$ cat src/rtl/scrub_pkg.sv
package scrub_pkg;
    typedef enum logic [3:0] {
        ST_LOAD,
        ST_IDLE,
        ST_STORE,
        ST_RD,
        ST_RWAIT,
        ST_WB,
        ST_RRD,
        ST_RRWAIT,
        ST_AFIND,
        ST_ARD,
        ST_AWAIT
    } scrub_state_e;
endpackage

$ cat src/rtl/scrub_interval_timer.sv
module scrub_interval_timer #(
    parameter int INT_W = 40
) (
    input  logic             clk,
    input  logic             rst_n,
    input  logic [INT_W-1:0] interval_i,
    output logic             tick_o
);
    logic [INT_W-1:0] cnt_q;
    logic             wrap;

    assign wrap   = (interval_i != '0) && (cnt_q >= interval_i - INT_W'(1));
    assign tick_o = wrap;

    always_ff @(posedge clk or negedge rst_n) begin
        if (!rst_n)                  cnt_q <= '0;
        else if (interval_i == '0)   cnt_q <= '0;
        else if (wrap)               cnt_q <= '0;
        else                         cnt_q <= cnt_q + INT_W'(1);
    end

    AST_TICK_SPACED: assert property (@(posedge clk) disable iff (!rst_n)
        (tick_o && interval_i > INT_W'(1) && $stable(interval_i)) |=> !tick_o);
endmodule

$ cat src/rtl/scrub_sat_counter.sv
module scrub_sat_counter #(
    parameter int W = 8
) (
    input  logic         clk,
    input  logic         rst_n,
    input  logic         inc_i,
    output logic [W-1:0] count_o
);
    logic [W-1:0] cnt_q;
    assign count_o = cnt_q;

    always_ff @(posedge clk or negedge rst_n) begin
        if (!rst_n)                      cnt_q <= '0;
        else if (inc_i && cnt_q != '1)   cnt_q <= cnt_q + W'(1);
    end

    AST_SAT_HOLD: assert property (@(posedge clk) disable iff (!rst_n)
        (cnt_q == '1) |=> (cnt_q == '1));
    AST_STEP_ONE: assert property (@(posedge clk) disable iff (!rst_n)
        !inc_i |=> $stable(cnt_q));
endmodule

$ cat src/rtl/scrub_page_map.sv
module scrub_page_map #(
    parameter int PAGES = 16,
    localparam int PG_W = $clog2(PAGES)
) (
    input  logic             clk,
    input  logic             rst_n,
    input  logic             load_i,
    input  logic [PAGES-1:0] load_map_i,
    input  logic             set_i,
    input  logic [PG_W-1:0]  set_page_i,
    input  logic             stored_i,
    input  logic [PG_W-1:0]  q_page_i,
    output logic             q_bad_o,
    output logic [PAGES-1:0] map_o,
    output logic             dirty_o
);
    logic [PAGES-1:0] map_q;
    logic             dirty_q;

    assign map_o   = map_q;
    assign dirty_o = dirty_q;
    assign q_bad_o = map_q[q_page_i];

    always_ff @(posedge clk or negedge rst_n) begin
        if (!rst_n) begin
            map_q   <= '0;
            dirty_q <= 1'b0;
        end else begin
            if (load_i)      map_q <= load_map_i;
            else if (set_i)  map_q[set_page_i] <= 1'b1;
            if (set_i && !map_q[set_page_i]) dirty_q <= 1'b1;
            else if (stored_i)               dirty_q <= 1'b0;
        end
    end

    AST_MAP_MONOTONIC: assert property (@(posedge clk) disable iff (!rst_n)
        !load_i |=> (($past(map_q) & ~map_q) == '0));
    AST_SET_DIRTY: assert property (@(posedge clk) disable iff (!rst_n)
        (set_i && !load_i && !map_q[set_page_i]) |=> dirty_q);
endmodule

$ cat src/rtl/scrub_ctrl.sv
module scrub_ctrl
    import scrub_pkg::*;
#(
    parameter int ADDR_W = 8,
    parameter int DATA_W = 16,
    parameter int NUM_WORDS = 64,
    parameter int PAGE_W = 2,
    parameter logic [ADDR_W-1:0] BASE_ADDR = '0,
    localparam int OFF_W = $clog2(NUM_WORDS),
    localparam int PG_W = OFF_W - PAGE_W,
    localparam int PAGES = NUM_WORDS >> PAGE_W
) (
    input  logic              clk,
    input  logic              rst_n,
    input  logic              tick_i,
    input  logic              scrub_now_i,
    input  logic              alloc_req_i,
    input  logic              irq_clr_i,
    input  logic              nv_load_ack_i,
    input  logic              nv_store_ack_i,
    input  logic              dirty_i,
    input  logic [PAGES-1:0]  map_i,
    input  logic              mem_busy_i,
    input  logic              mem_rvalid_i,
    input  logic [DATA_W-1:0] mem_rdata_i,
    input  logic              mem_corr_i,
    input  logic              mem_uncorr_i,
    output logic              mem_req_o,
    output logic              mem_we_o,
    output logic [ADDR_W-1:0] mem_addr_o,
    output logic [DATA_W-1:0] mem_wdata_o,
    output logic              nv_load_req_o,
    output logic              nv_store_req_o,
    output logic              map_load_o,
    output logic              store_done_o,
    output logic              set_o,
    output logic [PG_W-1:0]   set_page_o,
    output logic              ev_soft_o,
    output logic              ev_hard_o,
    output logic              ev_uncorr_o,
    output logic              irq_o,
    output logic [ADDR_W-1:0] irq_addr_o,
    output logic              busy_o,
    output logic              alloc_valid_o,
    output logic              alloc_fail_o,
    output logic [PG_W-1:0]   alloc_page_o
);
    localparam logic [PG_W:0] LAST_TRY = (PG_W+1)'(PAGES - 1);

    scrub_state_e      state_q, state_d;
    logic [OFF_W-1:0]  off_q;
    logic [DATA_W-1:0] wb_q;
    logic              pend_q, apend_q;
    logic [PG_W-1:0]   aptr_q;
    logic [PAGE_W-1:0] aw_q;
    logic [PG_W:0]     tries_q;
    logic              irq_q;
    logic [ADDR_W-1:0] irq_addr_q;

    logic [PG_W-1:0]   cur_page;
    logic [OFF_W-1:0]  next_page_off;
    logic              last_word, last_page, flag, alloc_acc;
    logic              go_store, go_alloc, go_sweep;

    assign cur_page      = off_q[OFF_W-1:PAGE_W];
    assign next_page_off = {cur_page + PG_W'(1), {PAGE_W{1'b0}}};
    assign last_word     = (off_q == '1);
    assign last_page     = (cur_page == '1);
    assign flag          = mem_corr_i | mem_uncorr_i;
    assign go_store      = dirty_i;
    assign go_alloc      = !dirty_i && apend_q;
    assign go_sweep      = !dirty_i && !apend_q && pend_q;

    // state register
    always_ff @(posedge clk or negedge rst_n) begin
        if (!rst_n) state_q <= ST_LOAD;
        else        state_q <= state_d;
    end

    // next state
    always_comb begin
        state_d = state_q;
        unique case (state_q)
            ST_LOAD:   if (nv_load_ack_i) state_d = ST_IDLE;
            ST_IDLE: begin
                if (go_store)      state_d = ST_STORE;
                else if (go_alloc) state_d = ST_AFIND;
                else if (go_sweep) state_d = ST_RD;
            end
            ST_STORE:  if (nv_store_ack_i) state_d = ST_IDLE;
            ST_RD: begin
                if (map_i[cur_page])  state_d = last_page ? ST_IDLE : ST_RD;
                else if (!mem_busy_i) state_d = ST_RWAIT;
            end
            ST_RWAIT: if (mem_rvalid_i) begin
                if (mem_uncorr_i)    state_d = last_page ? ST_IDLE : ST_RD;
                else if (mem_corr_i) state_d = ST_WB;
                else                 state_d = last_word ? ST_IDLE : ST_RD;
            end
            ST_WB:     if (!mem_busy_i) state_d = ST_RRD;
            ST_RRD:    if (!mem_busy_i) state_d = ST_RRWAIT;
            ST_RRWAIT: if (mem_rvalid_i) begin
                if (flag) state_d = last_page ? ST_IDLE : ST_RD;
                else      state_d = last_word ? ST_IDLE : ST_RD;
            end
            ST_AFIND: begin
                if (map_i[aptr_q]) state_d = (tries_q == LAST_TRY) ? ST_IDLE : ST_AFIND;
                else               state_d = ST_ARD;
            end
            ST_ARD:    if (!mem_busy_i) state_d = ST_AWAIT;
            ST_AWAIT: if (mem_rvalid_i) begin
                if (flag)            state_d = (tries_q == LAST_TRY) ? ST_IDLE : ST_AFIND;
                else if (aw_q == '1) state_d = ST_IDLE;
                else                 state_d = ST_ARD;
            end
            default:   state_d = ST_IDLE;
        endcase
    end

    // outputs
    always_comb begin
        alloc_acc      = (state_q == ST_ARD) || (state_q == ST_AWAIT);
        mem_addr_o     = BASE_ADDR + ADDR_W'(alloc_acc ? {aptr_q, aw_q} : off_q);
        mem_req_o      = ((state_q == ST_RD) && !map_i[cur_page]) || (state_q == ST_WB)
                         || (state_q == ST_RRD) || (state_q == ST_ARD);
        mem_we_o       = (state_q == ST_WB);
        mem_wdata_o    = wb_q;
        nv_load_req_o  = (state_q == ST_LOAD);
        map_load_o     = (state_q == ST_LOAD) && nv_load_ack_i;
        nv_store_req_o = (state_q == ST_STORE);
        store_done_o   = (state_q == ST_STORE) && nv_store_ack_i;
        ev_soft_o      = (state_q == ST_RRWAIT) && mem_rvalid_i && !flag;
        ev_hard_o      = (state_q == ST_RRWAIT) && mem_rvalid_i && flag;
        ev_uncorr_o    = (state_q == ST_RWAIT) && mem_rvalid_i && mem_uncorr_i;
        set_o          = ev_hard_o || ev_uncorr_o
                         || ((state_q == ST_AWAIT) && mem_rvalid_i && flag);
        set_page_o     = (state_q == ST_AWAIT) ? aptr_q : cur_page;
        busy_o         = (state_q == ST_RD) || (state_q == ST_RWAIT) || (state_q == ST_WB)
                         || (state_q == ST_RRD) || (state_q == ST_RRWAIT);
        alloc_valid_o  = (state_q == ST_AWAIT) && mem_rvalid_i && !flag && (aw_q == '1);
        alloc_page_o   = aptr_q;
        alloc_fail_o   = (tries_q == LAST_TRY) &&
                         (((state_q == ST_AFIND) && map_i[aptr_q]) ||
                          ((state_q == ST_AWAIT) && mem_rvalid_i && flag));
        irq_o          = irq_q;
        irq_addr_o     = irq_addr_q;
    end

    // datapath registers
    always_ff @(posedge clk or negedge rst_n) begin
        if (!rst_n) begin
            off_q      <= '0;
            wb_q       <= '0;
            pend_q     <= 1'b0;
            apend_q    <= 1'b0;
            aptr_q     <= '0;
            aw_q       <= '0;
            tries_q    <= '0;
            irq_q      <= 1'b0;
            irq_addr_q <= '0;
        end else begin
            if (state_q == ST_IDLE && go_sweep) pend_q <= 1'b0;
            if (tick_i || scrub_now_i)          pend_q <= 1'b1;
            if (state_q == ST_IDLE && go_alloc) apend_q <= 1'b0;
            if (alloc_req_i)                    apend_q <= 1'b1;
            if (irq_clr_i) irq_q <= 1'b0;
            if (ev_uncorr_o && !irq_q) begin
                irq_q      <= 1'b1;
                irq_addr_q <= mem_addr_o;
            end
            case (state_q)
                ST_IDLE: begin
                    if (go_sweep) off_q   <= '0;
                    if (go_alloc) tries_q <= '0;
                end
                ST_RD: if (map_i[cur_page]) off_q <= next_page_off;
                ST_RWAIT: if (mem_rvalid_i) begin
                    if (mem_uncorr_i)    off_q <= next_page_off;
                    else if (mem_corr_i) wb_q  <= mem_rdata_i;
                    else                 off_q <= off_q + OFF_W'(1);
                end
                ST_RRWAIT: if (mem_rvalid_i) begin
                    if (flag) off_q <= next_page_off;
                    else      off_q <= off_q + OFF_W'(1);
                end
                ST_AFIND: begin
                    if (map_i[aptr_q]) begin
                        aptr_q  <= aptr_q + PG_W'(1);
                        tries_q <= tries_q + (PG_W+1)'(1);
                    end else begin
                        aw_q <= '0;
                    end
                end
                ST_AWAIT: if (mem_rvalid_i) begin
                    if (flag) begin
                        aptr_q  <= aptr_q + PG_W'(1);
                        tries_q <= tries_q + (PG_W+1)'(1);
                    end else if (aw_q == '1) begin
                        aptr_q <= aptr_q + PG_W'(1);
                    end else begin
                        aw_q <= aw_q + PAGE_W'(1);
                    end
                end
                default: ;
            endcase
        end
    end

    AST_NO_ACCESS_LOADING: assert property (@(posedge clk) disable iff (!rst_n)
        nv_load_req_o |-> !mem_req_o && !alloc_valid_o);
    AST_HOLD_WHILE_BUSY: assert property (@(posedge clk) disable iff (!rst_n)
        (mem_req_o && mem_busy_i) |=> mem_req_o && $stable(mem_addr_o) && $stable(mem_we_o));
    AST_NO_RETIRED_TOUCH: assert property (@(posedge clk) disable iff (!rst_n)
        (mem_req_o && !alloc_acc) |-> !map_i[cur_page]);
    AST_WRITE_AFTER_CORR: assert property (@(posedge clk) disable iff (!rst_n)
        (mem_req_o && mem_we_o) |-> !mem_uncorr_i);
    AST_IRQ_STICKY: assert property (@(posedge clk) disable iff (!rst_n)
        (irq_q && !irq_clr_i) |=> irq_q && $stable(irq_addr_q));
endmodule

$ cat src/rtl/ecc_scrubber.sv
module ecc_scrubber #(
    parameter int ADDR_W = 8,
    parameter int DATA_W = 16,
    parameter int NUM_WORDS = 64,
    parameter int PAGE_W = 2,
    parameter logic [ADDR_W-1:0] BASE_ADDR = 8'h40,
    parameter int INT_W = 40,
    parameter int CNT_W = 8,
    localparam int PAGES = NUM_WORDS >> PAGE_W,
    localparam int PG_W = $clog2(PAGES)
) (
    input  logic              clk,
    input  logic              rst_n,
    input  logic [INT_W-1:0]  interval_cfg,
    input  logic              scrub_now,
    output logic              mem_req,
    output logic              mem_we,
    output logic [ADDR_W-1:0] mem_addr,
    output logic [DATA_W-1:0] mem_wdata,
    input  logic              mem_busy,
    input  logic              mem_rvalid,
    input  logic [DATA_W-1:0] mem_rdata,
    input  logic              mem_corr,
    input  logic              mem_uncorr,
    input  logic [PG_W-1:0]   q_page,
    output logic              q_bad,
    input  logic              alloc_req,
    output logic              alloc_valid,
    output logic [PG_W-1:0]   alloc_page,
    output logic              alloc_fail,
    output logic              nv_load_req,
    input  logic              nv_load_ack,
    input  logic [PAGES-1:0]  nv_load_map,
    output logic              nv_store_req,
    input  logic              nv_store_ack,
    output logic [PAGES-1:0]  nv_store_map,
    output logic              irq,
    output logic [ADDR_W-1:0] irq_addr,
    input  logic              irq_clr,
    output logic              scrub_busy,
    output logic [CNT_W-1:0]  soft_cnt,
    output logic [CNT_W-1:0]  hard_cnt,
    output logic [CNT_W-1:0]  uncorr_cnt
);
    localparam int NUM_CNT = 3;

    logic             tick, dirty, map_load, store_done, set_en;
    logic [PG_W-1:0]  set_page;
    logic [PAGES-1:0] map;
    logic             ev_soft, ev_hard, ev_uncorr;
    logic [NUM_CNT-1:0] inc_vec;
    logic [CNT_W-1:0] cnt_arr [NUM_CNT];

    assign nv_store_map = map;

    scrub_interval_timer #(.INT_W(INT_W)) i_timer (
        .clk, .rst_n, .interval_i(interval_cfg), .tick_o(tick)
    );

    scrub_page_map #(.PAGES(PAGES)) i_map (
        .clk, .rst_n,
        .load_i(map_load), .load_map_i(nv_load_map),
        .set_i(set_en), .set_page_i(set_page),
        .stored_i(store_done),
        .q_page_i(q_page), .q_bad_o(q_bad),
        .map_o(map), .dirty_o(dirty)
    );

    scrub_ctrl #(
        .ADDR_W(ADDR_W), .DATA_W(DATA_W), .NUM_WORDS(NUM_WORDS),
        .PAGE_W(PAGE_W), .BASE_ADDR(BASE_ADDR)
    ) i_ctrl (
        .clk, .rst_n,
        .tick_i(tick), .scrub_now_i(scrub_now), .alloc_req_i(alloc_req),
        .irq_clr_i(irq_clr), .nv_load_ack_i(nv_load_ack), .nv_store_ack_i(nv_store_ack),
        .dirty_i(dirty), .map_i(map),
        .mem_busy_i(mem_busy), .mem_rvalid_i(mem_rvalid), .mem_rdata_i(mem_rdata),
        .mem_corr_i(mem_corr), .mem_uncorr_i(mem_uncorr),
        .mem_req_o(mem_req), .mem_we_o(mem_we), .mem_addr_o(mem_addr),
        .mem_wdata_o(mem_wdata),
        .nv_load_req_o(nv_load_req), .nv_store_req_o(nv_store_req),
        .map_load_o(map_load), .store_done_o(store_done),
        .set_o(set_en), .set_page_o(set_page),
        .ev_soft_o(ev_soft), .ev_hard_o(ev_hard), .ev_uncorr_o(ev_uncorr),
        .irq_o(irq), .irq_addr_o(irq_addr), .busy_o(scrub_busy),
        .alloc_valid_o(alloc_valid), .alloc_fail_o(alloc_fail), .alloc_page_o(alloc_page)
    );

    assign inc_vec = {ev_uncorr, ev_hard, ev_soft};

    for (genvar g = 0; g < NUM_CNT; g++) begin : g_cnt
        scrub_sat_counter #(.W(CNT_W)) i_cnt (
            .clk, .rst_n, .inc_i(inc_vec[g]), .count_o(cnt_arr[g])
        );
    end

    assign soft_cnt   = cnt_arr[0];
    assign hard_cnt   = cnt_arr[1];
    assign uncorr_cnt = cnt_arr[2];

    AST_EVENT_EXCLUSIVE: assert property (@(posedge clk) disable iff (!rst_n)
        $countones(inc_vec) <= 1);
    AST_STORE_IMAGE_STABLE: assert property (@(posedge clk) disable iff (!rst_n)
        (nv_store_req && !nv_store_ack) |=> $stable(nv_store_map));
endmodule

$ cat config.mk
export PLATFORM = sky130hd
export DESIGN_NAME = ecc_scrubber
export DESIGN_NICKNAME = d
export VERILOG_FILES = /design/src/rtl/scrub_pkg.sv /design/src/rtl/scrub_interval_timer.sv /design/src/rtl/scrub_sat_counter.sv /design/src/rtl/scrub_page_map.sv /design/src/rtl/scrub_ctrl.sv /design/src/rtl/ecc_scrubber.sv
export SDC_FILE = /design/constraint.sdc
export NUM_CORES = 1
export LEC_CHECK = 0
export ABC_AREA = 1
export CAP_MARGIN = 20
export CORE_ASPECT_RATIO = 1.2
export CORE_MARGIN = 2
export CORE_UTILIZATION = 42
export CTS_CLUSTER_SIZE = 20
export DETAILED_ROUTE_END_ITERATION = 16
export HOLD_SLACK_MARGIN = 0.1
export PLACE_DENSITY = 0.75
export REMOVE_ABC_BUFFERS = 1
export SYNTH_ARGS = -nofsm -noshare
export SYNTH_HDL_FRONTEND = slang
export SYNTH_SLANG_ARGS = --single-unit
$ cat constraint.sdc
create_clock -name clk -period 3.6 [get_ports clk]
set_input_delay 0.54 -clock clk [delete_from_list [all_inputs] [get_ports clk]]
set_output_delay 0.54 -clock clk [all_outputs]
set_load 0.005 [all_outputs]
Yosys cells after proc, flatten, opt, wreduce, memory -nomap -nowiden
Cells that the tools add are included.
{"block": "word_totals", "output_inout_bits": 85, "inputBits": 87, "register_bits": 129, "elab_cells": 204}
{"block": "classes", "muxes": 70, "add_sub_neg": 11, "n_eq_ne": 37, "n_bitwise": 3, "reduce_logical": 61, "order_cmp": 6}
{"cell": "4-bit 2-to-1 mux", "count": 25}
{"cell": "40-bit 2-to-1 mux", "count": 2}
{"cell": "6-bit 2-to-1 mux", "count": 8}
{"cell": "4-bit one-hot mux with 11 select lines", "count": 1}
{"cell": "40-bit by 1-bit adder with 40-bit output, second input constant", "count": 1}
{"cell": "40-bit >= comparator", "count": 1}
{"cell": "40-bit zero test", "count": 1}
{"cell": "40-bit nonzero test", "count": 1}
{"cell": "40-bit by 1-bit subtractor with 40-bit output, second input constant", "count": 1}
{"cell": "16-bit 2-to-1 mux", "count": 2}
{"cell": "1-bit logical AND", "count": 26}
{"cell": "8-bit by 1-bit adder with 8-bit output, second input constant", "count": 3}
{"cell": "8-bit inequality test, second input constant", "count": 3}
{"cell": "6-bit one-hot mux with 4 select lines", "count": 1}
{"cell": "2-bit inequality test, second input constant", "count": 11}
{"cell": "4-bit by 5-bit less-than comparator with 1-bit output, second input constant", "count": 4}
{"cell": "5-bit 2-to-1 mux", "count": 4}
{"cell": "1-bit binary-select mux with 4-bit select", "count": 4}
{"cell": "4-bit by 3-bit equality test with 1-bit output, second input constant", "count": 4}
{"cell": "4-bit equality test, second input constant", "count": 4}
{"cell": "16-bit bitwise OR", "count": 1}
{"cell": "5-bit one-hot mux with 3 select lines", "count": 1}
{"cell": "1-bit 2-to-1 mux", "count": 13}
{"cell": "1-bit logical OR", "count": 12}
{"cell": "other kinds (30)", "count": 54}

Depth between registers and ports, before layout
{"block": "depth", "depth_word": 9, "depth_mapped": 23, "ltp_nobuf": 23}

By module
Synthesis repeated with hierarchy kept, for this count alone.
{"block": "hier_totals", "hier_cells": 1404, "hier_area_um2": 9820.7}
{"mod": "scrub_interval_timer", "cells_per_inst": 612, "area_per_inst_um2": 4222.8, "n_inst": 1, "seq_area_each_um2": 1001.0}
{"mod": "scrub_ctrl", "cells_per_inst": 436, "area_per_inst_um2": 3103.0, "n_inst": 1, "seq_area_each_um2": 1176.1}
{"mod": "scrub_page_map", "cells_per_inst": 168, "area_per_inst_um2": 1099.8, "n_inst": 1, "seq_area_each_um2": 425.4}
{"mod": "scrub_sat_counter (g_cnt[0].i_cnt ...)", "cells_per_inst": 64, "area_per_inst_um2": 467.9, "n_inst": 2, "seq_area_each_um2": 200.2}
{"mod": "scrub_sat_counter (g_cnt[2].i_cnt)", "cells_per_inst": 60, "area_per_inst_um2": 459.2, "n_inst": 1, "seq_area_each_um2": 200.2}

Least setup slack after synthesis
No wires, ideal clock.
{"block": "synth_path", "kind": "input to register", "startpoint": "input interval_cfg[0]", "endpoint": "register i_timer.cnt_q[10]", "t_arrival_ns": 3.189, "path_stages": 23, "required_ns": 3.479, "setup_slack_ns": 0.290, "path_buffers": 1, "cell_sequence": "inv_1 > ha_1 > nand2_1 > nor2_1 > nand2_1 > nor2_2 > nand4_1 > nand2b_1 > xor2_1 > inv_1 > ha_1 > nand2_1 > nor2_1 > nand2_1 > inv_1 > nand2_1 > nor2_1 > nand3b_1 > nand3_1 > nor2_1 > nand3_2 > buf_2 > nor2_1"}
{"block": "synth_via", "elab_chain_len": 5, "elab_cells_between_ends": 7, "cone_classes": "1 x add/sub; 1 x order compare; 2 x mux; 3 x reduce/logical"}
{"element": "start, declared", "line": "ecc_scrubber.sv:14", "text": "input logic [INT_W-1:0] interval_cfg,"}
{"element": "40-bit by 1-bit subtractor with 40-bit output", "line": "scrub_interval_timer.sv:12", "text": "assign wrap = (interval_i != '0) && (cnt_q >= interval_i - INT_W'(1));"}
{"element": "40-bit >= comparator", "line": "scrub_interval_timer.sv:12"}
{"element": "1-bit logical AND", "line": "scrub_interval_timer.sv:12"}
{"element": "40-bit 2-to-1 mux", "line": "scrub_interval_timer.sv:18", "text": "else if (wrap) cnt_q <= '0;"}
{"element": "40-bit 2-to-1 mux *", "line": "scrub_interval_timer.sv:17", "text": "else if (interval_i == '0) cnt_q <= '0;"}
{"element": "end signal, assigned", "line": "scrub_interval_timer.sv:19", "text": "else cnt_q <= cnt_q + INT_W'(1);"}
{"element": "end, declared", "line": "scrub_interval_timer.sv:9", "text": "logic [INT_W-1:0] cnt_q;"}
Mark *: on every way between the ends. The rest lies on a longest branch, timed or not.
A chain may end at the register's enable or synchronous reset.

Worst setup path after layout
{"block": "layout_path", "startpoint": "input interval_cfg[1]", "endpoint": "register i_timer.cnt_q[3]"}
The elaborated chain is that of the path after synthesis.

==> qor_table.md <==
| Item | Value | Unit |
|---|---|---|
| First-pass GRT wire length | 43,910 | µm |
| Overall die area | 0.02363 | mm² |
| Setup crit start kind | input pin | - |
| Largest buffer count on any clock path | 2 | - |
| Global router's overall resource usage | 0.2298 | - |
| IR Drop Worst-Case VDD | 0.2947 | mV |
| Share of power burned in the clock network | 0.254 | - |
| Effective utilization at floorplan | 0.4236 | - |
| CP Max Fanout | 8 | - |
| Initial DRT Pass Iterations | 7 | - |
| Max-slew headroom | 0.3192 | - |
| Top achievable clock speed | 301.5 | MHz |
| Switching power of the nets | 2.825 | mW |
| Capturing point of the worst reg2reg path | i_timer.cnt_q[32]$_DFF_PN0_ | - |
| Kind of end point of the critical path | flip-flop | - |
| Critical Path Source | interval_cfg[1] | - |
| Critical R2R Launch | i_timer.cnt_q[0]$_DFF_PN0_ | - |
| I/O pin count | 172 | - |
| Type of the worst min-delay path | in2async | - |
| Die span in y | 168.0 | µm |
| Ratio of total power to cell area | 555.7 | mW/mm² |
| Leakage power figure | 5.764 | nW |
| Post-cts hold buffer count | 0 | - |
| Setup-violating endpoint count in the final report | 0 | - |
| Type of the worst setup path | in2reg | - |
| Detailed-route wire length per cell | 14.85 | µm |
| Register bit count reported by yosys | 128 | - |
| Number of vias in the routed layout | 9,537 | - |
| Clk_lat worst skew | 0.43 | ns |
| Clock tree from TritonCTS | done | - |
| Syn-to-layout area delta | 32.51 | % |
| TritonCTS buffer count | 17 | - |
| Warning count from the yosys run | 0 | - |
| Worst setup margin | 0.2837 | ns |
| Proportion of synthesized chip area in sequential cells | 0.3403 | - |
| Floorplan die width | 140.7 | µm |
| Period utilization | 0.9212 | - |
| Unique cell type count in the Yosys netlist | 44 | - |
| CTS clock-pin slew for the worst setup and hold paths | 0.06 | ns |
| Reg2reg setup slack | 1.15 | ns |
| Async set-or-reset flop fraction in the synthesized netlist | 1.000 | - |
| Result of the run | finished clean | - |
| Number of DRC markers in iteration 0 | 668 | - |
| Internal power of the cells | 4.107 | mW |
| Data arrival time of the critical path | 3.63 | ns |
| FP Rows | 60 | - |
| Detailed Route WL | 27,240 | µm |
| Fraction of final layout cells with drive strength greater than 1 | 0.1035 | - |
| Post-synth EDFFs | 0 | - |
| Clk_skew | 0.01523 | ns |
| Destination of the critical timing path | i_timer.cnt_q[3]$_DFF_PN0_ | - |
| Number of instances in the synthesized netlist | 1,324 | - |
| Net switching fraction of the power | 0.4075 | - |
| CP Data Required Time | 3.92 | ns |
| Via count of the first global-routing pass | 9,235 | - |
| Number of nets with antenna violations after routing | 0 | - |
| Fin. Hold Viols | 0 | - |
| Max-capacitance violation count | 0 | - |
| Antenna diode instance count | 0 | - |
| Overflow left after global routing | 0 | - |
| HPWL after detailed placement | 21,420 | µm |
| Cell Area, Synth | 0.009413 | mm² |
| H-tree levels | 4 | - |
| Max-slew violations | 0 | - |
| Min cycle time layout | 3.316 | ns |
| Mean Syn Cell Area | 7.109 | µm² |
| Core occupancy in the finished layout | 0.5613 | - |
| Relative contribution of sequential cells to total power | 0.311 | - |
| Maximum number of pins on one net before global-route repair | 72 | - |
| Worst Reg2Reg Path Length in Cells | 10 | - |
| Post-placement setup slack | -0.1708 | ns |
| Drt drc | 0 | - |
| Number of clock sinks seen by CTS | 128 | - |
| Combinational fraction of design power | 0.434 | - |
| Total of buffers placed on input and output ports | 168 | - |
| Top_reg_cell synth | dfrtp_1 | - |
| Actual transition at the worst max-transition pin | 1.019 | ns |
| Post-layout net count | 1,681 | - |
| Gpl congestion | 0.9557 | - |
| Per-cell via count in the routed design | 5.200 | - |
| Number of antenna violations at the first check in global routing | 0 | - |
| Core Region | 0.02222 | mm² |
| Clock root buffer | clkbuf_16 | - |
## flip-flops by register name (all words and copies together) (netlist names), 5 cells and up
register             flops
g_cnt.i_cnt.count_o     24
i_ctrl.irq_addr_o        7
i_ctrl.mem_wdata_o      16
i_ctrl.off_q             6
i_ctrl.tries_q           5
i_map.map_o             16
i_timer.cnt_q           40
## critical path, cell delays in order
cell and delay (ns):
clkdlybuf4s50_1 0.45, inv_2 0.07, ha_1 0.15, nand2_1 0.08, nor2_2 0.13, nand2_2 0.09, nor2_4 0.16, nand4_1 0.15
buf_4 0.17, buf_4 0.12, xor2_1 0.14, ha_1 0.28, nand2_1 0.06, nor2_1 0.14, nand2_1 0.09, nor2_2 0.15
nand3b_1 0.11, nand3_2 0.08, nor2_2 0.05, nand3_4 0.18, clkbuf_16 0.20, nor2_1 0.04
## per-stage QoR
stage	hold slack (ns)	instance area (µm²)	TNS, ns	total power [mW]	cells
6_report	0.07960	12470	0	6.931	1834
5_1_grt	0.1281	12470	-0.07700	7.397	1834
4_1_cts	0.1057	12320	0	6.899	1829
3_5_place_dp	0.4602	11730	-6.173	5.121	1797
3_3_place_gp	0.4567	11730	-3.273	5.037	1797
2_1_floorplan	0.2444	9310	0	3.812	1304
## synthesized netlist by cell type, types with 3 or more instances
cell type / n / area (µm²)
nand4_1: 30 / 187.7
clkbuf_1: 7 / 26.28
nand3b_1: 4 / 30.03
nor3b_1: 3 / 22.52
inv_2: 7 / 26.28
nor2_2: 10 / 62.56
a31oi_1: 18 / 112.6
o211ai_1: 8 / 60.06
a21oi_1: 40 / 200.2
ha_1: 52 / 650.6
nor4_1: 10 / 62.56
nor3_2: 3 / 30.03
nor2_1: 207 / 777.0
nand3_2: 3 / 30.03
buf_2: 10 / 50.05
mux2_2: 19 / 214.0
nand3_1: 73 / 365.4
nand2_1: 338 / 1269
o21bai_1: 3 / 22.52
nand2_2: 4 / 25.02
nor3_1: 37 / 185.2
dfrtp_1: 128 / 3203
xor2_1: 68 / 595.6
o21ai_1: 7 / 35.03
o21ai_0: 39 / 195.2
xnor2_1: 27 / 236.5
or2_2: 3 / 18.77
o21ai_2: 3 / 26.28
inv_1: 142 / 533.0
buf_4: 4 / 30.03
## final cells by class
class                   count  area, µm²
clock inverters            15      173.9
multi-input cells        1025       5612
fillers                  2100       9748
repair buffers            219       2142
inverters                 151      568.0
well taps                 279      349.1
clock buffers              17      425.4
flip-flops and latches    128       3203
## routing by layer
layer,part of all wire,GRT usage
met5,0,0
met3,0.047,0.03214
met2,0.50,0.4108
met4,0.040,0.1104
met1,0.41,0.2705
## placed cells by master (no fill, tap or decap), types with 4 or more instances in the layout
cell type and count:
a21oi_1 40, a31oi_1 18, buf_4 45, clkbuf_16 19, clkdlybuf4s50_1 167, dfrtp_1 128
ha_1 52, inv_1 140, inv_2 9, inv_6 5, mux2_2 19, nand2_1 336
nand2_2 6, nand3_1 72, nand3b_1 4, nand4_1 30, nor2_1 196, nor2_2 20
nor3_1 34, nor3_2 6, nor4_1 10, o211ai_1 8, o21ai_0 39, o21ai_1 7
xnor2_1 27, xor2_1 68
## repair_timing
item	CTS	global route
buffers inserted	0	2
setup endpoints to repair	0	40
endpoints found under the hold margin	0	0
resized for setup	0	22
## power by group through the flow
stage,logic (mW),clock network (mW),registers [mW]
2_1_floorplan,1.71,0,2.10
3_3_place_gp,2.87,0,2.16
3_5_place_dp,2.95,0,2.18
4_1_cts,2.96,1.79,2.15
5_1_grt,3.34,1.85,2.21
6_report,3.01,1.76,2.16
## logic make-up (layout without fill, tap and decap cells)
group / after synthesis / after routing / share of synthesized area
other: 2 / 3 / 0.0007979
and+or+nand+nor: 730 / 730 / 0.3311
xor gates and xnor gates: 95 / 95 / 0.08840
DFF: 128 / 128 / 0.3403
AOI/OAI and AO/OA: 126 / 126 / 0.07590
adders and majority gates: 52 / 52 / 0.06912
muxes: 19 / 19 / 0.02273
buffers and inverters: 172 / 402 / 0.07165
## how the worst min path moves through the flow
| stage | startpoint | to | slack [ns] | cells after the start |
|---|---|---|---|---|
| after floorplan | rst_n | g_cnt[0].i_cnt.count_o[0]$_DFFE_PN0P_ | 0.24 | 0 |
| after CTS | rst_n | g_cnt[0].i_cnt.count_o[3]$_DFFE_PN0P_ | 0.11 | 1 |
| after detailed placement | i_ctrl.irq_addr_o[6]$_DFFE_PN0P_ | i_ctrl.irq_addr_o[6]$_DFFE_PN0P_ | 0.46 | 1 |
| after global placement | i_ctrl.irq_addr_o[2]$_DFFE_PN0P_ | i_ctrl.irq_addr_o[2]$_DFFE_PN0P_ | 0.46 | 2 |
| after global routing | rst_n | g_cnt[0].i_cnt.count_o[3]$_DFFE_PN0P_ | 0.13 | 1 |
| final | rst_n | g_cnt[0].i_cnt.count_o[3]$_DFFE_PN0P_ | 0.08 | 1 |
(Power assumes the default switching activity.)
